<file path="src/rtl/shifter_operand_unit.sv">
module shifter_operand_unit (
  input  logic [1:0]  form_i,
  input  logic [3:0]  rot_i,
  input  logic [7:0]  imm8_i,
  input  logic [4:0]  shamt_i,
  input  logic [1:0]  stype_i,
  input  logic [31:0] rm_val_i,
  input  logic [31:0] rs_val_i,
  input  logic        carry_i,
  output logic [31:0] operand_o,
  output logic        carry_o
);
  localparam logic [1:0] K_LSL = 2'd0;
  localparam logic [1:0] K_LSR = 2'd1;
  localparam logic [1:0] K_ASR = 2'd2;
  localparam logic [1:0] K_ROR = 2'd3;

  logic [31:0] src;
  logic [7:0]  amt;
  logic [1:0]  kind;
  logic        rrx;
  logic        big;
  logic        is32;
  logic [4:0]  a5;
  logic        unused_rs_hi;

  assign unused_rs_hi = ^rs_val_i[31:8];

  always_comb begin
    src  = rm_val_i;
    kind = stype_i;
    rrx  = 1'b0;
    amt  = rs_val_i[7:0];
    case (form_i)
      2'd0: begin
        src  = {24'd0, imm8_i};
        kind = K_ROR;
        amt  = {3'd0, rot_i, 1'b0};
      end
      2'd1: begin
        amt = {3'd0, shamt_i};
        if (shamt_i == 5'd0) begin
          if (stype_i == K_LSR || stype_i == K_ASR) amt = 8'd32;
          if (stype_i == K_ROR) rrx = 1'b1;
        end
      end
      default: ;
    endcase
  end

  assign big  = |amt[7:5];
  assign is32 = (amt == 8'd32);
  assign a5   = amt[4:0];

  always_comb begin
    operand_o = src;
    carry_o   = carry_i;
    if (rrx) begin
      operand_o = {carry_i, src[31:1]};
      carry_o   = src[0];
    end else if (amt != 8'd0) begin
      case (kind)
        K_LSL: begin
          if (!big) begin
            operand_o = src << a5;
            carry_o   = src[5'(6'd32 - {1'b0, a5})];
          end else begin
            operand_o = 32'd0;
            carry_o   = is32 ? src[0] : 1'b0;
          end
        end
        K_LSR: begin
          if (!big) begin
            operand_o = src >> a5;
            carry_o   = src[a5 - 5'd1];
          end else begin
            operand_o = 32'd0;
            carry_o   = is32 ? src[31] : 1'b0;
          end
        end
        K_ASR: begin
          if (!big) begin
            operand_o = $unsigned($signed(src) >>> a5);
            carry_o   = src[a5 - 5'd1];
          end else begin
            operand_o = {32{src[31]}};
            carry_o   = src[31];
          end
        end
        default: begin
          if (a5 == 5'd0) begin
            operand_o = src;
            carry_o   = src[31];
          end else begin
            operand_o = (src >> a5) | (src << (6'd32 - {1'b0, a5}));
            carry_o   = src[a5 - 5'd1];
          end
        end
      endcase
    end
  end

  always_comb begin
    if (form_i == 2'd0 && rot_i == 4'd0) begin
      AST_CONST_NO_ROT: assert (operand_o == {24'd0, imm8_i} && carry_o == carry_i);
    end
    if (form_i == 2'd1 && shamt_i == 5'd0 && stype_i == K_ROR) begin
      AST_RRX_ENTRY: assert (operand_o == {carry_i, rm_val_i[31:1]} && carry_o == rm_val_i[0]);
    end
    if (form_i[1] && stype_i == K_LSL && rs_val_i[7:0] >= 8'd32) begin
      AST_LSL_CLEARED: assert (operand_o == 32'd0);
    end
    if (form_i[1] && stype_i == K_ASR && rs_val_i[7:0] >= 8'd32) begin
      AST_ASR_SIGN_FILL: assert (operand_o == {32{rm_val_i[31]}} && carry_o == rm_val_i[31]);
    end
    if (form_i[1] && rs_val_i[7:0] == 8'd0) begin
      AST_REG_ZERO_PASS: assert (operand_o == rm_val_i && carry_o == carry_i);
    end
    if (form_i == 2'd1 && shamt_i == 5'd0 && stype_i == K_LSR) begin
      AST_LSR_AS_32: assert (operand_o == 32'd0 && carry_o == rm_val_i[31]);
    end
  end
endmodule

</file>
<file path="config.mk">
export PLATFORM = sky130hd
export DESIGN_NAME = shifter_operand_unit
export DESIGN_NICKNAME = d
export VERILOG_FILES = /design/src/rtl/shifter_operand_unit.sv
export SDC_FILE = /design/constraint.sdc
export NUM_CORES = 1
export LEC_CHECK = 0
export CAP_MARGIN = 20
export CORE_MARGIN = 3
export CORE_UTILIZATION = 30
export DETAILED_ROUTE_END_ITERATION = 10
export DONT_BUFFER_PORTS = 1
export SYNTH_ARGS = -nofsm -noshare
export SYNTH_HDL_FRONTEND = slang
export SYNTH_SLANG_ARGS = --single-unit
export TNS_END_PERCENT = 1
</file>
<file path="constraint.sdc">
create_clock -name vclk -period 6.35
set_input_delay 0.9525 -clock vclk [all_inputs]
set_output_delay 0.9525 -clock vclk [all_outputs]
set_load 0.05 [all_outputs]
</file>
==> flow_summary.toml, run 1 <==
[timing]
relSlewSlack = 0.204
maxSlewViolCount = 0
setup_viol = 0
worstMarginPinSlew_ns = 1.18
fin_crit_sh = 0.897
hold_slack_ns = 2.19
max_freq_ghz = 0.175
hold_violations = 0
setup_tns_ns = 0
period_minus_slack_ns = 5.70
rsz0062_at_grt = "false"

[finish]
fillers = 2921
areaGrowthSynthToFinish_pct = 6.70
final_common_cell = "nand2_1"
fin_util = 0.331
nClkBuffers = 0
layout-drive-gt1-share = 0.166
design_area_mm2 = 0.00877
seqCellArea_um2 = 0
nets = 1263
layout_common_cells = "132 x nand2_1, 110 x a21oi_1, 103 x nor2_1"
antennaDiodeCount = 0
nFlopsAndLatches = 0

[power_and_ir_drop]
comb_power_share = 1.000
vdd_ir_drop_max_v = 0.0000790
switching_power_mw = 1.08
clkPwrFrac = 0
p_int_uw = 491
swShare = 0.688
finalPower_mw = 1.57
p_leak_nw = 3.23
power_density_mw_per_mm2 = 180
power_frac_seq = 0

[worst_setup_path]
critPathTopFamily = "compound AO/OA/AOI/OAI gates"
critPathBufInv = 3
cp_slowest_cell = "a21o_1"
worstPathCellList = "and2_1 > o31a_2 > inv_2 > ha_2 > nand3_1 > inv_1 > ha_1 > a21o_1 > nor2_1 > a31oi_1 > o21ai_0 > a211oi_1 > o221ai_1 > buf_4"
cpPeakStageDelay_ns = 0.58
crit_required_ns = 5.40
cp_max_fo = 22
crit_path_start_kind = "input pin"
critPathCaptureType = "output port"
critPathKind = "input pin to output port"
crit_arrival_ns = 4.75

[global_route]
grt_pass1_wl_um = 81800
grt_max_degree = 63
grt_pass1_vias = 10400
antenna_found_initial = 0
grt.total_usage = 0.386
grt.overflow.total = 0

[min_path]
hp-start = "rm_val_i[27]"
worstHoldPathCells = 3
hold_path_class = "input pin to output port"
holdPathEnd = "operand_o[27]"

[floorplanning]
start_util = 0.310
die_w_um = 171
die_h_um = 171
core-area_mm2 = 0.0265
ioPinCount = 119
die-area_mm2 = 0.0294
rows = 59

[detailed_routing]
wl_per_cell_um = 39.3
highest_layer = "met4"
drt_iter0_markers = 2081
routed-wl-met2_um = 23800
finalWirelength_um = 59300
via_count = 11500
ant_nets = 0
routed-wl-met3_um = 8550
drc = 0
met1Wirelength_um = 23400
first_pass_iters = 10
vias_per_cell = 7.66

[placed_design]
placed_cell_area_mm2 = 0.00877
gp_congestion = 1.11
hpwl_um = 46000
io_buffer_count = 0

[clock_network]
cts_resized = 0
hold_buffers = 0
cts_setup_buffers = 0

[yosys]
synthesis.nets = 1311
ys_warn_count = 0
synth_top_area_share = 0.117
avgSynthCellArea_um2 = 6.72
synth_area_mm2 = 0.00822
ys_types = 102
ys_seq_area_frac = 0
yosysTopAreaCell = "mux2i_1"
synthCells = 1222
synth_area_leaders = "mux2i_1 12%, mux4_2 6.9%, a21oi_1 6.7%, nand2_1 6.1%, o21ai_0 4.9%"

[flow_run]
drv_cap = 0

[run_status]
outcome = "finished, final reports clean"
[power by group through the flow]
stage	clock [mW]	sequential (mW)	combinational, mW
after global routing	0	0	1.61
after floorplan	0	0	0.987
after global placement	0	0	1.50
after CTS	0	0	1.50
after detailed placement	0	0	1.50
final	0	0	1.57
[per-layer routing]
layer	GRT usage	vias to the layer above
li1	-	4709
met1	0.531	5605
met2	0.566	1025
met3	0.113	208
met4	0.154	0
met5	0	-
[stage by stage]
step / cells / setup slack [ns]
CTS: 1507 / 0.929
global placement: 1507 / 0.926
finish: 1507 / 0.652
floorplan: 1222 / 0.117
global route: 1507 / 0.656
detailed placement: 1507 / 0.927
[worst max-delay path by stage]
| stage | start | end | slack, ns | cells after the start |
|---|---|---|---|---|
| 6_report | form_i[0] | operand_o[0] | 0.65 | 14 |
| 5_1_grt | form_i[0] | operand_o[0] | 0.66 | 14 |
| 4_1_cts | form_i[0] | operand_o[0] | 0.93 | 14 |
| 3_5_place_dp | form_i[0] | operand_o[0] | 0.93 | 14 |
| 3_3_place_gp | form_i[0] | operand_o[0] | 0.93 | 14 |
| 2_1_floorplan | form_i[0] | operand_o[17] | 0.12 | 19 |
[cell usage after synthesis, drive strengths merged (22+ instances only)]
master	count
a31oi	24
mux4	25
nand3	54
a22oi	30
a22o	38
clkbuf	69
a211oi	27
o211ai	35
nand2	134
mux2i	97
buf	71
o21ai	93
a21oi	111
a221o	22
nor2	108
nor3	42
[logic make-up (layout without fill, tap and decap cells)]
family / Yosys count / in the layout / share of synthesized area
AOI/OAI and AO/OA: 527 / 527 / 0.460
and+or+nand+nor: 395 / 395 / 0.226
buffers and inverters: 157 / 107 / 0.0961
muxes: 137 / 137 / 0.208
adders and majority gates: 3 / 3 / 0.00457
xor gates and xnor gates: 3 / 3 / 0.00640
[final cells by class]
class	count	area, um^2	area share
Tap cell	335	419	0.0478
Timing Repair Buffer	90	754	0.0861
Inverter	17	63.8	0.00728
Multi-Input combinational cell	1065	7530	0.859
(Power assumes the default switching activity.)
==> inputs of run 2 (changes only) <==
--- a/config.mk
+++ b/config.mk
@@ -6,10 +6,12 @@
 export NUM_CORES = 1
 export LEC_CHECK = 0
 export CAP_MARGIN = 20
+export CORE_ASPECT_RATIO = 0.7
 export CORE_MARGIN = 3
 export CORE_UTILIZATION = 30
 export DETAILED_ROUTE_END_ITERATION = 10
 export DONT_BUFFER_PORTS = 1
+export RECOVER_POWER = 25
 export SYNTH_ARGS = -nofsm -noshare
 export SYNTH_HDL_FRONTEND = slang
 export SYNTH_SLANG_ARGS = --single-unit
==> run 2 against run 1 <==
- fmax shrank 2.7%
- cell count rose by 2.4%
- global-route usage increased by 2.6 points
- combinational power up 3%
- flip-flop and latch count unchanged
- clock-buffer cell count unchanged
- critical path depth unchanged
- highest routed layer is now met5
- critical path type unchanged
- cell area rose by 0.94%
- first-iteration DRC count grew 13%
- largest power group unchanged
- non-clock buffer count is 5 higher
- core utilization is 0.11 points lower
- setup slack lost 0.16 ns
==> flow_summary.toml, run 2 (synthesis gave the netlist of run 1 again) <==
[finish]
layout-drive-gt1-share = 0.164
layout_common_cells = "132 x nand2_1, 110 x a21oi_1, 103 x nor2_1"
areaGrowthSynthToFinish_pct = 7.71
final_common_cell = "nand2_1"
fin_util = 0.330
instances_no_fill = 1543
nFlopsAndLatches = 0
fillers = 3009
nets = 1268
seqCellArea_um2 = 0
multiInputGateArea_mm2 = 0.00753
nClkBuffers = 0

[global_route]
grt_pass1_vias = 10300
grt_pass1_wl_um = 85800
grt.total_usage = 0.412
grt.overflow.total = 0
grt_max_degree = 76
antenna_found_initial = 4

[timing]
relSlewSlack = 0.236
rsz0062_at_grt = "false"
setup_slack_ns = 0.492
period_minus_slack_ns = 5.86
setup_tns_ns = 0
hold_violations = 0
maxSlewViolCount = 0
setup_viol = 0
fin_crit_sh = 0.923
worstMarginPinSlew_ns = 1.14
max_freq_ghz = 0.171

[placed_design]
gp_congestion = 1.05
dp_cells = 1541
io_buffer_count = 0
post-place-ws_ns = 0.849
hpwl_um = 49400

[detailed_routing]
finalWirelength_um = 63300
ant_nets = 0
drt_iter0_markers = 2358
via_count = 11600
drc = 0
first_pass_iters = 7
vias_per_cell = 7.54
wl_per_cell_um = 41.0

[worst_setup_path]
cp_max_fo = 22
critPathKind = "input pin to output port"
crit_path_start_kind = "input pin"
endpoint = "operand_o[30]"
crit_required_ns = 5.40
startpoint = "form_i[0]"
crit_arrival_ns = 4.91
critPathCaptureType = "output port"

[floorplanning]
die-area_mm2 = 0.0294
rows = 50
start_util = 0.306
die_w_um = 204
ioPinCount = 119
die_h_um = 144
core-area_mm2 = 0.0268

[run_status]
outcome = "finished, final reports clean"

[power_and_ir_drop]
power_density_mw_per_mm2 = 184
finalPower_mw = 1.62
p_leak_nw = 3.25
vdd_ir_drop_max_v = 0.0000640

[flow_run]
drv_cap = 0

[clock_network]
cts_setup_buffers = 0
hold_buffers = 0
cts_resized = 0

[min_path]
hold_path_class = "input pin to output port"
hp-start = "rm_val_i[27]"
-- run 2: changes by cell type in the layout (fill, tap and decap cells not counted), sizes merged --
cell,delta
clkbuf,+5
diode,+2
-- run 2: how the worst min path moves through the flow --
stage / to / slack (ns) / cells past startpoint
floorplan: operand_o[28] / 2.31 / 3
global placement: operand_o[27] / 2.20 / 3
detailed placement: operand_o[27] / 2.21 / 3
CTS: operand_o[27] / 2.21 / 3
global route: operand_o[27] / 2.23 / 3
finish: operand_o[27] / 2.21 / 3
-- run 2: critical path: stages --
cell	delay [ns]
and2_1	0.14
o31a_2	0.34
inv_2	0.06
ha_1	0.43
nand3_1	0.45
inv_1	0.15
ha_1	0.41
a21oi_2	0.44
buf_4	0.23
o21ai_0	0.09
o211ai_1	0.40
a21oi_1	0.14
o41ai_2	0.40
buf_4	0.26
-- run 2: final cells by class --
cell class	count	share of cell area
Timing Repair Buffer	95	0.0902
Tap cell	364	0.0515
Inverter	17	0.00721
Antenna cell	2	0.000566
Multi-Input combinational cell	1065	0.851
-- run 2: layer usage --
layer / track usage / part of all wire / vias up
met5: 0 / 0.00041 / -
met4: 0.0984 / 0.035 / 4
met3: 0.193 / 0.18 / 158
met2: 0.572 / 0.38 / 1126
met1: 0.574 / 0.41 / 5621
li1: - / - / 4718
-- run 2: report_power, final --
| part | leakage (nW) | switching [mW] | internal [mW] | total (mW) |
|---|---|---|---|---|
| Combinational | 3.25 | 1.12 | 0.499 | 1.62 |
| Sequential | 0 | 0 | 0 | 0 |
| Clock | 0.0000112 | 0 | 0.000000118 | 0.000000118 |
| Total | 3.25 | 1.12 | 0.499 | 1.62 |
-- run 2: stage by stage --
stage	hold WS (ns)	area, um^2
after detailed placement	2.21	8860
after global routing	2.23	8840
after global placement	2.20	8860
after CTS	2.21	8860
after floorplan	2.31	8220
final	2.21	8850
